<file path="src/rtl/burst_sram_pkg.sv">
// Package: shared types for the burst SRAM model.
// Assumes byte-wide lanes; the lane count is set at the top level.
package burst_sram_pkg;
    localparam int LANE_W = 8;

    // Kind of cycle decoded at a clock edge.
    typedef enum logic [1:0] {
        CYC_IDLE  = 2'd0,   // deselected, no strobe: nothing happens
        CYC_DESEL = 2'd1,   // strobe with an inactive chip enable
        CYC_READ  = 2'd2,
        CYC_WRITE = 2'd3
    } cyc_e;
endpackage

</file>
<file path="src/rtl/burst_sram_decode.sv">
// Module: cycle decoder.
// Purely combinational classification of the inputs sampled at the coming edge:
// strobe priority, chip-enable qualification and the per-lane write mask.
// Assumes sel_q is the registered "device selected" state.
module burst_sram_decode
    import burst_sram_pkg::*;
#(
    parameter int LANES = 4
) (
    input  logic             adsp_n,
    input  logic             adsc_n,
    input  logic             ce1_n,
    input  logic             ce2,
    input  logic             ce3_n,
    input  logic             gw_n,
    input  logic             bwe_n,
    input  logic [LANES-1:0] bw_n,
    input  logic             sel_q,
    output cyc_e             cyc,
    output logic             load_addr,
    output logic [LANES-1:0] lane_we
);
    logic             proc_go;
    logic             strobe;
    logic             enabled;
    logic [LANES-1:0] req_mask;

    // Strobe qualification: the processor strobe needs ce1 and wins over the controller.
    always_comb begin
        proc_go = !adsp_n && !ce1_n;
        strobe  = proc_go || !adsc_n;
        enabled = !ce1_n && ce2 && !ce3_n;
    end

    // Requested lanes: global write overrides the byte-write path.
    always_comb begin
        if (!gw_n)       req_mask = '1;
        else if (!bwe_n) req_mask = ~bw_n;
        else             req_mask = '0;
    end

    // Cycle classification.
    always_comb begin
        load_addr = 1'b0;
        if (strobe) begin
            if (!enabled)            cyc = CYC_DESEL;
            else if (proc_go)        cyc = CYC_READ;
            else if (|req_mask)      cyc = CYC_WRITE;
            else                     cyc = CYC_READ;
            load_addr = enabled;
        end else if (sel_q) begin
            cyc = (|req_mask) ? CYC_WRITE : CYC_READ;
        end else begin
            cyc = CYC_IDLE;
        end
    end

    // Lane write enables are only live on write cycles.
    always_comb lane_we = (cyc == CYC_WRITE) ? req_mask : '0;
endmodule

</file>
<file path="src/rtl/burst_sram_lane.sv">
// Module: one byte lane of storage with its output register.
// Writes at the edge when we is high. When rd_en is high, q loads the word that
// was stored before this edge's write. Storage is not reset; q is.
module burst_sram_lane #(
    parameter int ADDR_W = 6,
    parameter int W      = 8
) (
    input  logic              clk,
    input  logic              rst_n,
    input  logic              we,
    input  logic [ADDR_W-1:0] waddr,
    input  logic [W-1:0]      wdata,
    input  logic              rd_en,
    input  logic [ADDR_W-1:0] raddr,
    output logic [W-1:0]      q
);
    localparam int DEPTH = 1 << ADDR_W;

    logic [W-1:0] mem [DEPTH];

    // Storage write port.
    always_ff @(posedge clk) begin
        if (we) mem[waddr] <= wdata;
    end

    // Pipelined read register.
    always_ff @(posedge clk) begin
        if (!rst_n)     q <= '0;
        else if (rd_en) q <= mem[raddr];
    end

    // output register is untouched on cycles that do not read.
    assert_q_holds_R12: assert property (@(posedge clk) disable iff (!rst_n)
        !rd_en |=> $stable(q));
endmodule

</file>
<file path="src/rtl/burst_sram_bus.sv">
// Module: selection state and bus-drive control.
// Tracks whether the device is selected and which of the last two edges decoded reads.
// The drive enable needs an established read stream and an active oe_n.
module burst_sram_bus
    import burst_sram_pkg::*;
(
    input  logic clk,
    input  logic rst_n,
    input  cyc_e cyc,
    input  logic oe_n,
    output logic sel_q,
    output logic rd_en,
    output logic dout_en
);
    logic cur_read_q;
    logic prev_read_q;

    // Selection flag: set by a selecting strobe, cleared by a deselect.
    always_ff @(posedge clk) begin
        if (!rst_n)                  sel_q <= 1'b0;
        else if (cyc == CYC_DESEL)   sel_q <= 1'b0;
        else if (cyc != CYC_IDLE)    sel_q <= 1'b1;
    end

    // Read history over the last two edges.
    always_ff @(posedge clk) begin
        if (!rst_n) begin
            cur_read_q  <= 1'b0;
            prev_read_q <= 1'b0;
        end else begin
            cur_read_q  <= (cyc == CYC_READ);
            prev_read_q <= cur_read_q;
        end
    end

    assign rd_en   = cur_read_q;
    assign dout_en = !oe_n && cur_read_q && prev_read_q;

    // a write edge releases the bus.
    assert_wr_no_drive_R5: assert property (@(posedge clk) disable iff (!rst_n)
        (cyc == CYC_WRITE) |=> !dout_en);
    // a deselect edge releases the bus.
    assert_desel_no_drive_R5: assert property (@(posedge clk) disable iff (!rst_n)
        (cyc == CYC_DESEL) |=> !dout_en);
    // first read after being deselected is never driven.
    assert_first_read_masked_R4: assert property (@(posedge clk) disable iff (!rst_n)
        (!sel_q && cyc == CYC_READ) |=> !dout_en);
endmodule

</file>
<file path="src/rtl/burst_sram.sv">
// Module: pipelined synchronous burst SRAM, top level.
// Registers the address on selecting strobes and splits storage into byte lanes.
// Presents read data, plus a drive enable in place of a tristate bus.
// Assumes burst address stepping is done outside: cycles with no strobe use the held address.
module burst_sram
    import burst_sram_pkg::*;
#(
    parameter int ADDR_W = 6,
    parameter int LANES  = 4
) (
    input  logic                     clk,
    input  logic                     rst_n,
    input  logic [ADDR_W-1:0]        addr,
    input  logic                     adsp_n,
    input  logic                     adsc_n,
    input  logic                     ce1_n,
    input  logic                     ce2,
    input  logic                     ce3_n,
    input  logic                     gw_n,
    input  logic                     bwe_n,
    input  logic [LANES-1:0]         bw_n,
    input  logic                     oe_n,
    input  logic [LANES*LANE_W-1:0]  din,
    output logic [LANES*LANE_W-1:0]  dout,
    output logic                     dout_en
);
    localparam int DATA_W = LANES * LANE_W;

    cyc_e              cyc;
    logic              load_addr;
    logic [LANES-1:0]  lane_we;
    logic              sel_q;
    logic              rd_en;
    logic [ADDR_W-1:0] addr_q;
    logic [ADDR_W-1:0] waddr;

    burst_sram_decode #(.LANES(LANES)) u_decode (
        .adsp_n   (adsp_n),
        .adsc_n   (adsc_n),
        .ce1_n    (ce1_n),
        .ce2      (ce2),
        .ce3_n    (ce3_n),
        .gw_n     (gw_n),
        .bwe_n    (bwe_n),
        .bw_n     (bw_n),
        .sel_q    (sel_q),
        .cyc      (cyc),
        .load_addr(load_addr),
        .lane_we  (lane_we)
    );

    burst_sram_bus u_bus (
        .clk    (clk),
        .rst_n  (rst_n),
        .cyc    (cyc),
        .oe_n   (oe_n),
        .sel_q  (sel_q),
        .rd_en  (rd_en),
        .dout_en(dout_en)
    );

    // Address register: loads only on a selecting strobe.
    always_ff @(posedge clk) begin
        if (!rst_n)         addr_q <= '0;
        else if (load_addr) addr_q <= addr;
    end

    // Write address: a strobed write uses the presented address in the same clock.
    assign waddr = load_addr ? addr : addr_q;

    for (genvar g = 0; g < LANES; g++) begin : g_lane
        burst_sram_lane #(.ADDR_W(ADDR_W), .W(LANE_W)) u_lane (
            .clk  (clk),
            .rst_n(rst_n),
            .we   (lane_we[g]),
            .waddr(waddr),
            .wdata(din[g*LANE_W +: LANE_W]),
            .rd_en(rd_en),
            .raddr(addr_q),
            .q    (dout[g*LANE_W +: LANE_W])
        );
    end

    // a qualified processor strobe never produces a write.
    assert_proc_never_writes_R9: assert property (@(posedge clk) disable iff (!rst_n)
        (!adsp_n && !ce1_n) |-> (cyc != CYC_WRITE));
    // a deselect cycle writes no lane.
    assert_desel_no_write_R12: assert property (@(posedge clk) disable iff (!rst_n)
        (cyc == CYC_DESEL) |-> (lane_we == '0));

    logic unused_width;
    assign unused_width = ^DATA_W;
endmodule

</file>
<file path="config.mk">
export PLATFORM = sky130hd
export DESIGN_NAME = burst_sram
export DESIGN_NICKNAME = d
export VERILOG_FILES = /design/src/rtl/burst_sram_pkg.sv /design/src/rtl/burst_sram_decode.sv /design/src/rtl/burst_sram_lane.sv /design/src/rtl/burst_sram_bus.sv /design/src/rtl/burst_sram.sv
export SDC_FILE = /design/constraint.sdc
export NUM_CORES = 2
export LEC_CHECK = 0
export CAP_MARGIN = 20
export CORE_MARGIN = 2
export CORE_UTILIZATION = 65
export CTS_CLUSTER_DIAMETER = 50
export DETAILED_ROUTE_END_ITERATION = 8
export HOLD_SLACK_MARGIN = 0.05
export PLACE_DENSITY = 0.81
export SYNTH_ARGS = -nofsm -noshare
export SYNTH_HDL_FRONTEND = slang
export SYNTH_HIERARCHICAL = 1
export SYNTH_SLANG_ARGS = --single-unit
</file>
<file path="constraint.sdc">
create_clock -name clk -period 7.45 [get_ports clk]
set_input_delay 1.49 -clock clk [delete_from_list [all_inputs] [get_ports clk]]
set_output_delay 1.49 -clock clk [all_outputs]
set_load 0.05 [all_outputs]
</file>
==> flow_summary.json <==
{
  "holdBufCountCts": 0,
  "hpwlAfterDp_um": 110000,
  "synth-compound-area-share_pct": 5.52,
  "status": "finished clean",
  "grt_pass1_wl_um": 282000,
  "holdPathStages": 2,
  "route.antenna.remaining_nets": 0,
  "pin_count": 85,
  "tightestPinTransition_ns": 1.37,
  "antenna_found_initial": 4,
  "synth_adder_area_share_pct": 0,
  "synth_top_cells_by_area": "edfxtp_1 75%, mux4_2 6.3%, mux2i_1 3.1%",
  "std_cell_rows": 130,
  "start_kind": "input pin",
  "ff2ff_setup_slack_ns": 3.18,
  "clock_path_buffers": 3,
  "synth_area_leader_cell": "edfxtp_1",
  "multi_input_area_sq_mm": 0.0180,
  "root_buffer": "clkbuf_16",
  "async_flop_share_pct": 0,
  "finClkSkew_ns": 0.0235,
  "worst-path-buf-inv": 1,
  "synth_edf_count": 2048,
  "drc": 0,
  "arrival_ns": 5.48,
  "diodes": 0,
  "critPathMaxFanout": 8,
  "r2r_cells": 7,
  "postCtsSetupBuffers": 0,
  "dieArea_sq_mm": 0.129,
  "crit_slowest_cell": "o21ai_1",
  "cts_num_sinks": 2089,
  "synth_area_sq_mm": 0.0818,
  "grt_max_degree": 207,
  "drt_wl_total_um": 193000,
  "grt_pass1_vias": 42209,
  "vdd_drop_max_mv": 0.272,
  "synthTopCellsByCount": "2048 x edfxtp_1, 279 x nor2_1, 256 x mux2i_1",
  "yosysSeqAreaShare_pct": 76.1,
  "synthSimpleGateAreaFrac_pct": 4.30,
  "syn-instance-count": 4227,
  "cts_htree_levels": 4,
  "period_needed_ns": 5.05,
  "worstSetupEndpointType": "flip-flop",
  "wl_per_cell_um": 31.4,
  "fill_cells": 6961,
  "ctsResizeCount": 0,
  "ys.flop_type": "edfxtp_1",
  "gp_congestion": 0.888,
  "powerDensity_mw_per_mm2": 258,
  "core_area_sq_mm": 0.125,
  "grt.overflow.total": 0,
  "period_share_pct": 67.8,
  "cts_buffers": 194,
  "register_area_sq_mm": 0.0623,
  "portBuffers": 84,
  "rsz0062_at_grt": "false",
  "clk_pin_slew_ns": 0.06,
  "setup_violations": 0,
  "grt_use_total_pct": 29.8,
  "muxShareOfSynthArea_pct": 12.2,
  "holdCritPathClass": "reg -> reg",
  "synth-seq-cells": 2089,
  "power.leakage_nw": 27.2,
  "crit_type": "in -> reg",
  "yosysMostFrequentCell": "edfxtp_1",
  "clk_latency_ns": 0.81,
  "synth_xor_area_share_pct": 0,
  "fmax_mhz": 198,
  "die_w_um": 359,
  "maxSlewHeadroom_pct": 8.56,
  "cp_top_family": "simple AND/OR/NAND/NOR gates",
  "required_ns": 7.88,
  "syn_nets": 4279,
  "synth_top_cell_area_share_pct": 75.1,
  "synth_top_family_by_area": "multiplexers",
  "cts_tree": "yes",
  "final_cell_area_sq_mm": 0.0901,
  "viasPerCell": 7.01,
  "first_pass_iters": 6,
  "worstPathCellList": "clkdlybuf4s50_1 -> or3b_1 -> o21ai_1 -> and2_1 -> nor2b_1 -> nand3_1 -> nor2_1",
  "die_y_um": 359,
  "first_iter_violations": 6861,
  "critPathMaxStageDelay_ns": 0.86,
  "place_area_sq_mm": 0.0837,
  "report.final.slew_viol_count": 0,
  "nNetsFinal": 4398,
  "flow.area_growth_from_synthesis_pct": 10.1,
  "synthDistinctLibCells": 46,
  "setup_tns_ns": 0,
  "initial_core_util_pct": 65.3,
  "avgSynthCellArea_sq_um": 19.4,
  "ys_warn_count": 6,
  "vias": 43122,
  "critical_path_depth": 7,
  "drive_gt1_share_pct": 17.3,
  "drv_cap": 0,
  "finalHoldViolCount": 0
}
sequential cells by signal, indices dropped and copies added, names as in the netlist:
name               cells
addr_q                 6
g_lane.u_lane/mem   2048
g_lane.u_lane/q       32
u_bus/prev_read_q      1
u_bus/rd_en            1
u_bus/sel_q            1
kinds of logic (layout without fill, tap and decap cells):
logic type / count (synthesis) / count (layout)
buffers and inverters: 258 / 533
DFF: 2089 / 2089
muxes: 646 / 646
AOI/OAI and AO/OA: 555 / 555
and+or+nand+nor: 679 / 679
cell type report:
class / instances / share of cell area, %
Timing Repair Buffer: 180 / 1.71
Clock buffer: 253 / 5.93
Clock inverter: 99 / 0.885
Sequential cell: 2089 / 69.2
Inverter: 1 / 0.00417
Multi-Input combinational cell: 1880 / 20.0
Tap cell: 1650 / 2.29
routing by layer:
metal | part of all wire (%) | GRT usage [%] | vias to the layer above
met1 | 37 | 42.3 | 21795
met4 | 4.1 | 11.3 | 4
met5 | 0.014 | 0 | -
met3 | 11 | 6.21 | 510
met2 | 47 | 46.6 | 3091
li1 | - | - | 17722
path summary, 6_finish.rpt:
check,startpoint,to
setup / recovery,ce1_n,g_lane[2].u_lane/mem[22][6]$_DFFE_PP_
hold / removal,g_lane[0].u_lane/q[4]$_SDFFE_PN0P_,g_lane[0].u_lane/q[4]$_SDFFE_PN0P_
setup reg to reg,addr_q[2]$_SDFF_PN0_,g_lane[2].u_lane/q[4]$_SDFFE_PN0P_
hold reg to reg,g_lane[0].u_lane/q[4]$_SDFFE_PN0P_,g_lane[0].u_lane/q[4]$_SDFFE_PN0P_
layout by cell type, fill, tap and decap left out, types with 11 or more instances in the layout:
| master | count |
|---|---|
| a2111oi_0 | 124 |
| a211oi_1 | 128 |
| a22o_1 | 192 |
| buf_2 | 35 |
| buf_4 | 71 |
| bufinv_16 | 11 |
| clkbuf_1 | 44 |
| clkbuf_16 | 204 |
| clkdlybuf4s50_1 | 51 |
| clkinv_1 | 36 |
| clkinv_2 | 30 |
| dfxtp_1 | 37 |
| edfxtp_1 | 2048 |
| mux2_2 | 128 |
| mux2i_1 | 256 |
| mux4_1 | 28 |
| mux4_2 | 228 |
| nand2_1 | 43 |
| nand2b_1 | 22 |
| nand3_1 | 29 |
| nand3b_1 | 44 |
| nor2_1 | 275 |
| nor2b_1 | 149 |
| nor4_1 | 60 |
| o221ai_1 | 32 |
| o22ai_1 | 64 |
tightest hold or removal path: stages (launching register included):
cell	delay [ns]
dfxtp_1	0.34
nand3b_1	0.08
o221ai_1	0.07
power by group:
part | total [W] | internal [W] | leakage, nW | switching [W]
registers | 0.0129 | 0.0129 | 18.7 | 0.0000128
logic | 0.000758 | 0.000213 | 5.41 | 0.000546
clock network | 0.00959 | 0.00542 | 3.01 | 0.00416
metrics by stage:
stage / power [W] / hold slack (ns) / std cells / worst slack, ns / utilization, %
3_3_place_gp: 0.0139 / 0.508 / 5774 / 2.04 / 66.8
5_1_grt: 0.0238 / 0.544 / 6152 / 2.39 / 71.9
3_5_place_dp: 0.0139 / 0.505 / 5778 / 1.84 / 66.8
6_report: 0.0233 / 0.520 / 6152 / 2.40 / 71.9
2_1_floorplan: 0.0135 / 0.501 / 4227 / 3.32 / -
4_1_cts: 0.0233 / 0.526 / 6130 / 2.64 / 71.7
No activity file was read; power rests on OpenSTA's default activity.
